## src/rtl/dbg_trig_pkg.sv

```systemverilog
package dbg_trig_pkg;
  typedef enum logic [1:0] {
    ST_IDLE   = 2'd0,
    ST_FIRST  = 2'd1,
    ST_SECOND = 2'd2
  } trig_state_t;

  function automatic logic masked_eq(input logic [31:0] a, input logic [31:0] r,
                                     input logic [31:0] m);
    return ((a ^ r) & ~m) == '0;
  endfunction
endpackage

```

## src/rtl/dbg_mask_cmp.sv

```systemverilog
module dbg_mask_cmp #(
  parameter int W = 32
) (
  input  logic [W-1:0] value,
  input  logic [W-1:0] refv,
  input  logic [W-1:0] mask,
  output logic         hit
);
  // mask bit 1 removes the bit from the equality test
  assign hit = ~|((value ^ refv) & ~mask);
endmodule

```

## src/rtl/dbg_trig_regs.sv

```systemverilog
module dbg_trig_regs #(
  parameter int DW  = 32,
  parameter int NPC = 4,
  parameter int IW  = 4
) (
  input  logic                   clk,
  input  logic                   rst_n,
  input  logic                   wr_en,
  input  logic [IW-1:0]          idx,
  input  logic [DW-1:0]          wdata,
  output logic [DW-1:0]          rdata,
  input  logic                   armed,
  output logic [DW-1:0]          a_ref,
  output logic [DW-1:0]          a_msk,
  output logic [DW-1:0]          d_ref,
  output logic [DW-1:0]          d_msk,
  output logic [NPC-1:0][DW-1:0] p_ref,
  output logic [DW-1:0]          p_msk,
  output logic [NPC+4:0]         ctrl,
  output logic                   ctrl_wr,
  output logic                   arm_bit
);
  localparam int NDATA = NPC + 5;          // data registers before control
  localparam int CTRL_IDX = NDATA;
  localparam int CW = NPC + 5;             // stored control bits

  logic [DW-1:0] reg_q [NDATA];
  logic [CW-1:0] ctrl_q;

  assign ctrl_wr = wr_en && (idx == IW'(CTRL_IDX));
  assign arm_bit = wdata[CW];

  always_ff @(posedge clk or negedge rst_n) begin
    if (!rst_n) begin
      for (int k = 0; k < NDATA; k++) reg_q[k] <= '0;
      ctrl_q <= '0;
    end else if (wr_en) begin
      if (ctrl_wr) ctrl_q <= wdata[CW-1:0];
      else if (idx < IW'(NDATA)) reg_q[idx] <= wdata;
    end
  end

  always_comb begin
    rdata = '0;
    if (idx == IW'(CTRL_IDX)) rdata = {{(DW-CW-1){1'b0}}, armed, ctrl_q};
    else if (idx < IW'(NDATA)) rdata = reg_q[idx];
  end

  assign a_ref = reg_q[0];
  assign a_msk = reg_q[1];
  assign d_ref = reg_q[2];
  assign d_msk = reg_q[3];
  assign p_msk = reg_q[NPC+4];
  assign ctrl  = ctrl_q;

  for (genvar g = 0; g < NPC; g++) begin : g_pcref
    assign p_ref[g] = reg_q[4+g];
  end
endmodule

```

## src/rtl/dbg_trig_seq.sv

```systemverilog
module dbg_trig_seq
  import dbg_trig_pkg::*;
(
  input  logic clk,
  input  logic rst_n,
  input  logic ctrl_wr,
  input  logic arm_bit,
  input  logic two_lvl,
  input  logic first_bus,
  input  logic act_irq,
  input  logic pc_hit,
  input  logic bus_hit,
  output logic armed,
  output logic halt_req,
  output logic irq_req
);
  trig_state_t st_q, st_d;
  logic fire, first_hit, second_hit;

  assign first_hit  = first_bus ? bus_hit : pc_hit;
  assign second_hit = first_bus ? pc_hit  : bus_hit;
  assign armed      = (st_q != ST_IDLE);

  always_comb begin
    st_d = st_q;
    fire = 1'b0;
    if (ctrl_wr) begin
      st_d = arm_bit ? ST_FIRST : ST_IDLE;
    end else begin
      case (st_q)
        ST_FIRST: begin
          if (!two_lvl) fire = pc_hit | bus_hit;
          else if (first_hit) st_d = ST_SECOND;
        end
        ST_SECOND: begin
          if (second_hit) begin
            fire = 1'b1;
            st_d = ST_IDLE;
          end
        end
        default: st_d = st_q;
      endcase
    end
  end

  always_ff @(posedge clk or negedge rst_n) begin
    if (!rst_n) begin
      st_q     <= ST_IDLE;
      halt_req <= 1'b0;
      irq_req  <= 1'b0;
    end else begin
      st_q     <= st_d;
      halt_req <= fire & ~act_irq;
      irq_req  <= fire & act_irq;
    end
  end
endmodule

```

## src/rtl/dbg_trig_unit.sv

```systemverilog
module dbg_trig_unit #(
  parameter int DW  = 32,
  parameter int NPC = 4,
  parameter int IW  = 4
) (
  input  logic          clk,
  input  logic          rst_n,
  input  logic          cfg_wr_en,
  input  logic [IW-1:0] cfg_addr,
  input  logic [DW-1:0] cfg_wdata,
  output logic [DW-1:0] cfg_rdata,
  input  logic          pc_valid,
  input  logic [DW-1:0] pc_value,
  input  logic          bus_valid,
  input  logic [DW-1:0] bus_addr,
  input  logic [DW-1:0] bus_data,
  output logic          halt_req,
  output logic          dbg_irq_req
);
  localparam int B_AEN   = 0;
  localparam int B_DEN   = 1;
  localparam int B_PEN   = 2;
  localparam int B_TWO   = NPC + 2;
  localparam int B_ACT   = NPC + 3;
  localparam int B_FIRST = NPC + 4;

  logic [DW-1:0]          a_ref, a_msk, d_ref, d_msk, p_msk;
  logic [NPC-1:0][DW-1:0] p_ref;
  logic [NPC+4:0]         ctrl;
  logic                   ctrl_wr, arm_bit, armed, two_lvl;
  logic                   a_hit, d_hit, pc_hit, bus_hit;
  logic [NPC-1:0]         p_hit;

  dbg_trig_regs #(.DW(DW), .NPC(NPC), .IW(IW)) u_regs (
    .clk(clk), .rst_n(rst_n), .wr_en(cfg_wr_en), .idx(cfg_addr),
    .wdata(cfg_wdata), .rdata(cfg_rdata), .armed(armed),
    .a_ref(a_ref), .a_msk(a_msk), .d_ref(d_ref), .d_msk(d_msk),
    .p_ref(p_ref), .p_msk(p_msk), .ctrl(ctrl), .ctrl_wr(ctrl_wr),
    .arm_bit(arm_bit)
  );

  dbg_mask_cmp #(.W(DW)) u_acmp (.value(bus_addr), .refv(a_ref), .mask(a_msk), .hit(a_hit));
  dbg_mask_cmp #(.W(DW)) u_dcmp (.value(bus_data), .refv(d_ref), .mask(d_msk), .hit(d_hit));

  for (genvar g = 0; g < NPC; g++) begin : g_pccmp
    dbg_mask_cmp #(.W(DW)) u_pcmp (
      .value(pc_value), .refv(p_ref[g]), .mask(p_msk), .hit(p_hit[g])
    );
  end

  assign two_lvl = ctrl[B_TWO];
  assign pc_hit  = pc_valid && |(p_hit & ctrl[B_PEN +: NPC]);
  assign bus_hit = bus_valid && (ctrl[B_AEN] || ctrl[B_DEN])
                   && (!ctrl[B_AEN] || a_hit) && (!ctrl[B_DEN] || d_hit);

  dbg_trig_seq u_seq (
    .clk(clk), .rst_n(rst_n), .ctrl_wr(ctrl_wr), .arm_bit(arm_bit),
    .two_lvl(two_lvl), .first_bus(ctrl[B_FIRST]), .act_irq(ctrl[B_ACT]),
    .pc_hit(pc_hit), .bus_hit(bus_hit), .armed(armed),
    .halt_req(halt_req), .irq_req(dbg_irq_req)
  );
endmodule

```

## config.mk

```make
export PLATFORM = sky130hd
export DESIGN_NAME = dbg_trig_unit
export DESIGN_NICKNAME = d
export VERILOG_FILES = /design/src/rtl/dbg_trig_pkg.sv /design/src/rtl/dbg_mask_cmp.sv /design/src/rtl/dbg_trig_regs.sv /design/src/rtl/dbg_trig_seq.sv /design/src/rtl/dbg_trig_unit.sv
export SDC_FILE = /design/constraint.sdc
export NUM_CORES = 1
export LEC_CHECK = 0
export ABC_AREA = 1
export BUFFER_PORTS_ARGS = -buffer_cell sky130_fd_sc_hd__buf_4
export CAP_MARGIN = 20
export CORE_UTILIZATION = 45
export DETAILED_ROUTE_END_ITERATION = 10
export SLEW_MARGIN = 20
export SYNTH_ARGS = -nofsm -noshare
export SYNTH_HDL_FRONTEND = slang
export SYNTH_HIERARCHICAL = 1
export SYNTH_SLANG_ARGS = --single-unit
export TNS_END_PERCENT = 20
```

## constraint.sdc

```tcl
create_clock -name clk -period 3.12 [get_ports clk]
set_input_delay 0.468 -clock clk [delete_from_list [all_inputs] [get_ports clk]]
set_output_delay 0.468 -clock clk [all_outputs]
set_load 0.05 [all_outputs]
```

# Word level (Yosys, flattened, before mapping)

Index checks and enable logic that the tools add are counted.

Register bits after elaboration: 301
Latch bits: 0
Memory bits (writable): 0
Memory bits (read-only): 0
Input port bits: 137
Memories kept: 0

Add/sub/neg operators: 0
$mul: 0
Div/mod/pow operators: 0
Order comparisons: 3
Equality and inequality tests: 6
Shifts and indexed selects: 0
Multiplexer cells: 20
Bitwise gates (word level): 22
Reductions and logical operators: 29

Operators with widths:

| kind                 | count |
|---|---|
| $bwmux W288          | 1 |
| $and A32 B32 Y32     | 6 |
| $reduce_or A32 Y1    | 6 |
| $xor A32 B32 Y32     | 6 |
| $mux W32             | 5 |
| $bmux W32 S4         | 1 |
| $demux W32 S4        | 1 |
| $not A32 Y32         | 3 |
| $logic_not A1 Y1     | 8 |
| $mux W2              | 4 |
| $logic_and A1 B1 Y1  | 6 |
| $mux W1              | 6 |
| $ne A3 B2 Y1 const B | 2 |
| $ge A5 B5 Y1 const B | 1 |
| $lt A5 B1 Y1 const B | 1 |
| $not A4 Y5           | 1 |
| $and A4 B4 Y4        | 1 |
| $eq A4 B4 Y1 const B | 1 |
| $lt A4 B4 Y1 const B | 1 |
| $pmux W2 S2          | 1 |
| $reduce_and A4 Y1    | 1 |
| $reduce_or A4 Y1     | 1 |
| $logic_or A1 B1 Y1   | 3 |
| $ne A3 B3 Y1 const B | 1 |
| 10 further kinds     | 12 |

# Longest topological paths before layout

Gate-level depths: netlist of run 1.

Word-level depth: 12
Mapped depth: 20
Mapped depth without buffers: 20

# Cells and area by module

The synthesis of run 1 kept the hierarchy.

By module, submodules not included:

| module        | instances | cells an instance | area an instance (µm²) |
|---|---|---|---|
| dbg_trig_regs | 1         | 1,610             | 13,025.0 |
| dbg_mask_cmp  | 6         | 205               | 803.3 |
| dbg_trig_seq  | 1         | 41                | 284.0 |
| dbg_trig_unit | 1         | 14                | 57.6 |

# Worst setup path after synthesis of run 1

OpenSTA, ideal clock, no wires.

Path kind: input port to output port
From: input cfg_addr[2]
To: output cfg_rdata[10]
Arrival: 1.763 ns
Setup slack: 0.889 ns
Stages: 7
Path through: buf_2 inv_2 nand2_1 nor2_1 clkbuf_1 nand2_1 nand3_1

Cells in the longest elaborated chain, start to end: 6
Elaborated cells between the ends (all ways): 8
Classes of those cells: order compare: 1; eq/ne: 1; mux: 5; bitwise: 1

Ends and longest elaborated chain:

| what                                        | RTL line            | RTL |
|---|---|---|
| from (decl)                                 | dbg_trig_unit.sv:9  | `input logic [IW-1:0] cfg_addr,` |
| $not A4 Y5 (not written as such)            | dbg_trig_regs.sv:46 | `else if (idx < IW'(NDATA)) rdata = reg_q[idx];` |
| $bmux W32 S4                                | dbg_trig_regs.sv:46 |  |
| $mux W32 (not written as such) (2 in a row) | dbg_trig_regs.sv:46 |  |
| $mux W32                                    | dbg_trig_regs.sv:46 |  |
| $mux W32 (*)                                | dbg_trig_regs.sv:45 | `if (idx == IW'(CTRL_IDX)) rdata = {{(DW-CW-1){1'b0}}, armed, ctrl_q};` |
| to (decl)                                   | dbg_trig_unit.sv:11 | `output logic [DW-1:0] cfg_rdata,` |

Mark *: on every way between the ends. The rest lies on a longest branch, timed or not. The select of a mux whose other input is x is not followed.

# Worst setup path in the final report of run 1

From: input cfg_addr[0]
To: output cfg_rdata[0]

Same word-level chain as after synthesis.

==> results of run 1 <==
[state kept, by name, summed over array words and instances, names as in the netlist]
signal and cells:
u_seq/st_q 2, u_regs/a_msk 32, u_seq/halt_req 1, u_seq/irq_req 1, u_regs/d_msk 32, u_regs/p_msk 32
u_regs/d_ref 32, u_regs/p_ref 128, u_regs/ctrl 9, u_regs/a_ref 32
[tightest hold or removal path, stage by stage]
cell	delay, ps
buf_4	110
nand2_1	50
nand2_1	50
[stage by stage]
step	hold slack, ps	power (mW)	util [%]
after floorplan	172.4	7.824	-
after global placement	488.0	8.935	50.84
after detailed placement	496.9	9.054	50.84
after CTS	151.2	13.41	53.86
after global routing	193.8	14.25	53.91
final	178.8	13.31	53.92
[cell families after synthesis]
kind of cell             synth area share, %
AND/OR/NAND/NOR                        37.83
buffers and inverters                  11.06
AO/OA/AOI/OAI                          9.481
flip-flops                             41.42
adder cells (fa/ha/maj)               0.2064
[layer usage]
layer  GRT usage (%)  vias up  part of all wire [%]
li1                -     9115                     -
met1           38.19     8370                    43
met2           50.60      526                    48
met3           3.483      127                   5.5
met4           12.00        0                   3.6
met5               0        -                     0
[cell usage in the layout (no fill, tap or decap), types with 3 or more instances in the layout]
| cell | n |
|---|---|
| clkinv_2 | 9 |
| a21oi_1 | 22 |
| nand2_1 | 1255 |
| o21ai_0 | 149 |
| nor2_1 | 287 |
| dfrtp_1 | 301 |
| o21ai_1 | 172 |
| buf_12 | 14 |
| inv_1 | 421 |
| nand4_4 | 6 |
| nand3b_1 | 24 |
| ha_1 | 3 |
| nor2_2 | 10 |
| buf_4 | 196 |
| nand4_1 | 38 |
| bufinv_16 | 3 |
| nand3_1 | 90 |
| clkbuf_1 | 10 |
| inv_2 | 7 |
| nand3_2 | 3 |
| clkbuf_16 | 39 |
[path summary, 6_finish.rpt]
check	to	slack [ps]	cells after the start
max	cfg_rdata[0]	640	8
max reg2reg	u_seq/st_q[1]	830	19
max in group asynchronous	u_regs/p_ref[124]	1780	3
min reg2reg	u_regs/d_msk[1]	510	2
min in group asynchronous	u_regs/d_ref[10]	530	2
min	u_seq/st_q[0]	180	3
[power breakdown]
part / leakage, nW / switching, mW / internal, mW
combinational: 7.32 / 2.07 / 1.34
sequential: 3.83 / 0.884 / 4.71
clock: 0.589 / 1.72 / 2.58
[synthesized netlist by cell type, drive strengths merged]
cell type	number
a21oi	22
buf	25
clkbuf	75
dfrtp	301
ha	3
inv	428
nand2	1256
nand3	93
nand3b	24
nand4	46
nor2	299
nor3	1
o21a	1
o21ai	321
[timing repair]
item | CTS | global route
hold buffers | 1 | 0
buffers inserted | 0 | 0
hold endpoints to repair | 27 | 0
[final cells by class]
class / count / share of cell area, %
diodes: 2 / 0.02331
clock buffers: 51 / 4.848
clock inverters: 14 / 0.7051
inverters: 428 / 7.482
multi-input cells: 2066 / 40.53
flip-flops and latches: 301 / 35.08
well taps: 525 / 3.059
repair buffers: 212 / 8.275
==> impl_metrics.toml, run 1 <==
[status]
status = "finished, final reports clean"

[min_path]
min_path_type = "in2reg"
hp-start = "cfg_wdata[9]"

[drt]
vias = 18140
drc = 0
drt_pass1_iterations = 5
drt_iter0_markers = 1269
wl_per_cell_um = 16.52
wl_mm = 59.47
ant_nets = 0
via_per_inst = 5.040

[critical_path]
cp_cell_sequence = "buf_4 -> inv_2 -> buf_12 -> nor3_2 -> buf_4 -> nand2_1 -> nand4_1 -> buf_4"
path_class = "in2out"
path_delay_family = "buffers and inverters"
cp.buffers_inverters = 5
worst_ep_arrival_time_ps = 2010
max_stage_delay_ps = 300
startpoint_type = "input pin"
cp-startpoint = "cfg_addr[0]"
path_common_cell = "buf_4"
cp_max_fo = 63
reg2reg_from = "u_regs/p_msk[30]"
endpoint_kind = "output port"
cp.required_ps = 2650
crit_slowest_cell = "buf_4"

[place]
place.gp.congestion = 0.9053
hpwl_mm = 41.39
placed_area_sq_um = 20240
port_buffers = 170
post-place-cells = 3530
pre_cts_slack_ps = 635.7

[cts]
insertion_delay_ps = 550
cts-resized-gates = 0
clockBufferDepth = 3
tritoncts = "yes"
cts.sinks = 301
htree_levels = 2
clk_pin_slew_ps = 60
cts-root-buf = "clkbuf_16"
cts_buffers = 37

[synthesis]
synth-seq-cells = 301
yosysSeqAreaShare_pct = 41.42
yosysWarnings = 6
synth_top_area_share_pct = 41.42
synth_area_per_cell_sq_um = 6.282
netlist_area_sq_um = 18190
synthTopCellsByArea = "dfrtp_1 (41%), nand2_1 (26%), inv_1 (8.7%)"
synth_top_area_cell = "dfrtp_1"
synth_cell_types = 23
synth_nets = 3035
syn_inst = 2895

[timing]
tightest_slew_ps = 780.1
rsz0062_at_grt = "false"
final-hold-violation-count = 0
finalSetupViolations = 0
fmax_mhz = 403.9
slew_violations = 0
period_share_pct = 79.35
timing.final.ws_setup_ps = 644.2
period_minus_slack_ps = 2476
relSlewSlack_pct = 48.00
skew_ps = 19.23
tns_ps = 0

[floorplanning]
io_pins = 171
rows = 73
core_area_sq_um = 39820
dieArea_sq_um = 41220
initial_core_util_pct = 45.67
die_w_um = 203.0
die_h_um = 203.0

[cells_and_area]
fin_area_sq_um = 21470
fin_nets = 3186
seqCellArea_sq_um = 7532
drive_above_1_share_pct = 9.701
multiInputGateArea_sq_um = 8702
fillers = 4042
area_growth_pct = 18.07
finalNonFillerCells = 3599

[power_and_ir_drop]
power_density_nw_per_um2 = 619.9
power_leakage_nw = 11.74
ir_worst_vdd_mv = 0.3881

[global_routing]
antenna_found_initial = 2
grtUsageTotal_pct = 29.66
grt_pass1_wl_mm = 95.25
grt_pass1_vias = 17440
grt-ovfl-total = 0
grt_max_degree = 86

[flow_run]
maxCapViolations = 0
No activity file was read; power rests on OpenSTA's default activity.
==> run 2, diff against run 1 <==
clock period = 2.29 ns   (was 3.12 ns; I/O delays follow)
==> run 2 against run 1 <==
- die area unchanged
- cell area increased by 1.8%
- flip-flop and latch count unchanged
- sequential share of layout area decreased by 0.60 points
- first-iteration DRC count increased by 2.6%
- non-clock buffer count increased by 25
- global-route usage increased by 0.38 points
- highest routed layer is now met5
==> impl_metrics.toml, run 2 (synthesized netlist as in run 1, its figures left out) <==
[cts]
insertion_delay_ps = 550
tritoncts = "yes"
htree_levels = 2
cts.sinks = 301
clockBufferDepth = 3
cts_buffers = 38
cts-root-buf = "clkbuf_16"
clk_pin_slew_ps = 50

[place]
place.gp.congestion = 0.8796
hpwl_mm = 42.48
port_buffers = 170

[critical_path]
r2r_end = "u_seq/st_q[1]"
cp-startpoint = "cfg_addr[0]"
reg2reg_slack_ps = 110
reg2reg_from = "u_regs/p_msk[24]"
worst_ep_arrival_time_ps = 1900
cp_max_fo = 27
endpoint_kind = "output port"
cp.buffers_inverters = 5
worstSetupEndpoint = "cfg_rdata[8]"
startpoint_type = "input pin"
path_depth = 8
path_delay_family = "buffers and inverters"
crit_slowest_cell = "buf_4"
path_class = "in2out"
cp.required_ps = 1950
path_common_cell = "buf_4"
rr_worst_depth = 17
cp_cell_sequence = "buf_4 -> inv_2 -> buf_12 -> nor3_2 -> buf_4 -> nand2_1 -> nand4_1 -> buf_4"
max_stage_delay_ps = 240

[cells_and_area]
largest_reg_flops = 128
diodes = 0
final_cell_mix = "nand2_1 (1,252), inv_1 (421), dfrtp_1 (295)"
layout_commonest_cell = "nand2_1"
fin_nets = 3212
utilization_pct = 54.90
drive_above_1_share_pct = 10.97
area_growth_pct = 20.23

[floorplanning]
initial_core_util_pct = 45.67
dieArea_sq_um = 41220
die_w_um = 203.0
core_area_sq_um = 39820
die_h_um = 203.0
io_pins = 171
rows = 73

[drt]
drt_pass1_iterations = 6
wl_mm = 60.45
drc = 0
vias = 18040
via_per_inst = 4.980
wl_per_cell_um = 16.68
ant_nets = 0
drt_iter0_markers = 1302

[power_and_ir_drop]
power_leakage_nw = 11.91
ir_worst_vdd_mv = 0.5165
power_density_nw_per_um2 = 841.8

[timing]
period_share_pct = 98.09
skew_ps = 14.32
tightest_slew_ps = 656.2
period_minus_slack_ps = 2246
fmax_mhz = 445.2
relSlewSlack_pct = 56.25
tns_ps = 0
finalSetupViolations = 0
worst_hold_slack_ps = 55.95
final-hold-violation-count = 0
rsz0062_at_grt = "true"
slew_violations = 0

[global_routing]
grt_pass1_vias = 17330
grt_pass1_wl_mm = 95.70
antenna_found_initial = 1
grt-ovfl-total = 0
grt_max_degree = 71
grtUsageTotal_pct = 30.04

[status]
status = "finished, final reports clean"

[flow_run]
maxCapViolations = 0

[min_path]
min_path_type = "in2reg"
run 2: final cells by class:
| type | instances | area (sq um) |
|---|---|---|
| Multi-Input combinational cell | 2066 | 8750 |
| Inverter | 428 | 1607 |
| Fill cell | 3964 | 17960 |
| Timing Repair Buffer | 237 | 2064 |
| Sequential cell | 301 | 7540 |
| Tap cell | 525 | 656.9 |
| Clock buffer | 60 | 1167 |
| Clock inverter | 6 | 80.08 |
run 2: power breakdown:
group          internal, mW  leakage (nW)  total, mW  switching, mW
Sequential             6.42          3.82       7.60           1.18
Clock                  3.70         0.614       6.05           2.35
Combinational          1.89          7.47       4.75           2.87
run 2: per-stage QoR:
step                      setup WS, ps  instances  total power [mW]  cell area (sq um)
after floorplan                  308.3       2895             10.66              18190
after global placement           38.73       3553             12.23              20530
after detailed placement         4.633       3553             12.37              20530
after CTS                        27.68       3620             18.48              21790
after global routing            -73.84       3623             19.68              21860
final                            43.73       3623             18.41              21860
run 2: per-layer routing:
layer	up-vias	share of wire, %	GRT usage [%]
met1	8252	44	38.96
met4	2	3.3	11.98
met2	502	47	50.75
met5	-	0.022	0
li1	9169	-	-
met3	116	5.1	3.884
run 2: worst min-delay path by stage:
stage,to,cells past startpoint,startpoint
finish,u_seq/st_q[0],3,cfg_wdata[9]
global route,u_seq/st_q[0],3,cfg_wdata[9]
CTS,u_seq/st_q[0],3,cfg_wdata[9]
detailed placement,u_regs/d_ref[8],1,rst_n
global placement,u_regs/d_ref[8],1,rst_n
floorplan,u_regs/a_msk[0],0,rst_n
run 2: worst reg2reg max path: stages, from the launching register on:
cell,delay [ps]
dfrtp_1,460
nor2_1,80
nand2_1,70
nand4_1,180
nor2_2,250
nand2_1,120
nor2_1,120
nand2_1,60
nand2_1,80
nor2_1,50
nor2_1,140
inv_1,80
nand2_2,60
nand3_2,80
nand2_2,70
nand2_1,60
nand2_1,60
nand2_1,50
run 2: what timing repair did:
action	4_1_cts	5_1_grt
hold endpoints to repair	57	0
buffers inserted	0	3
endpoints found under the setup margin	0	4
hold buffers	1	0
resized for setup	0	21
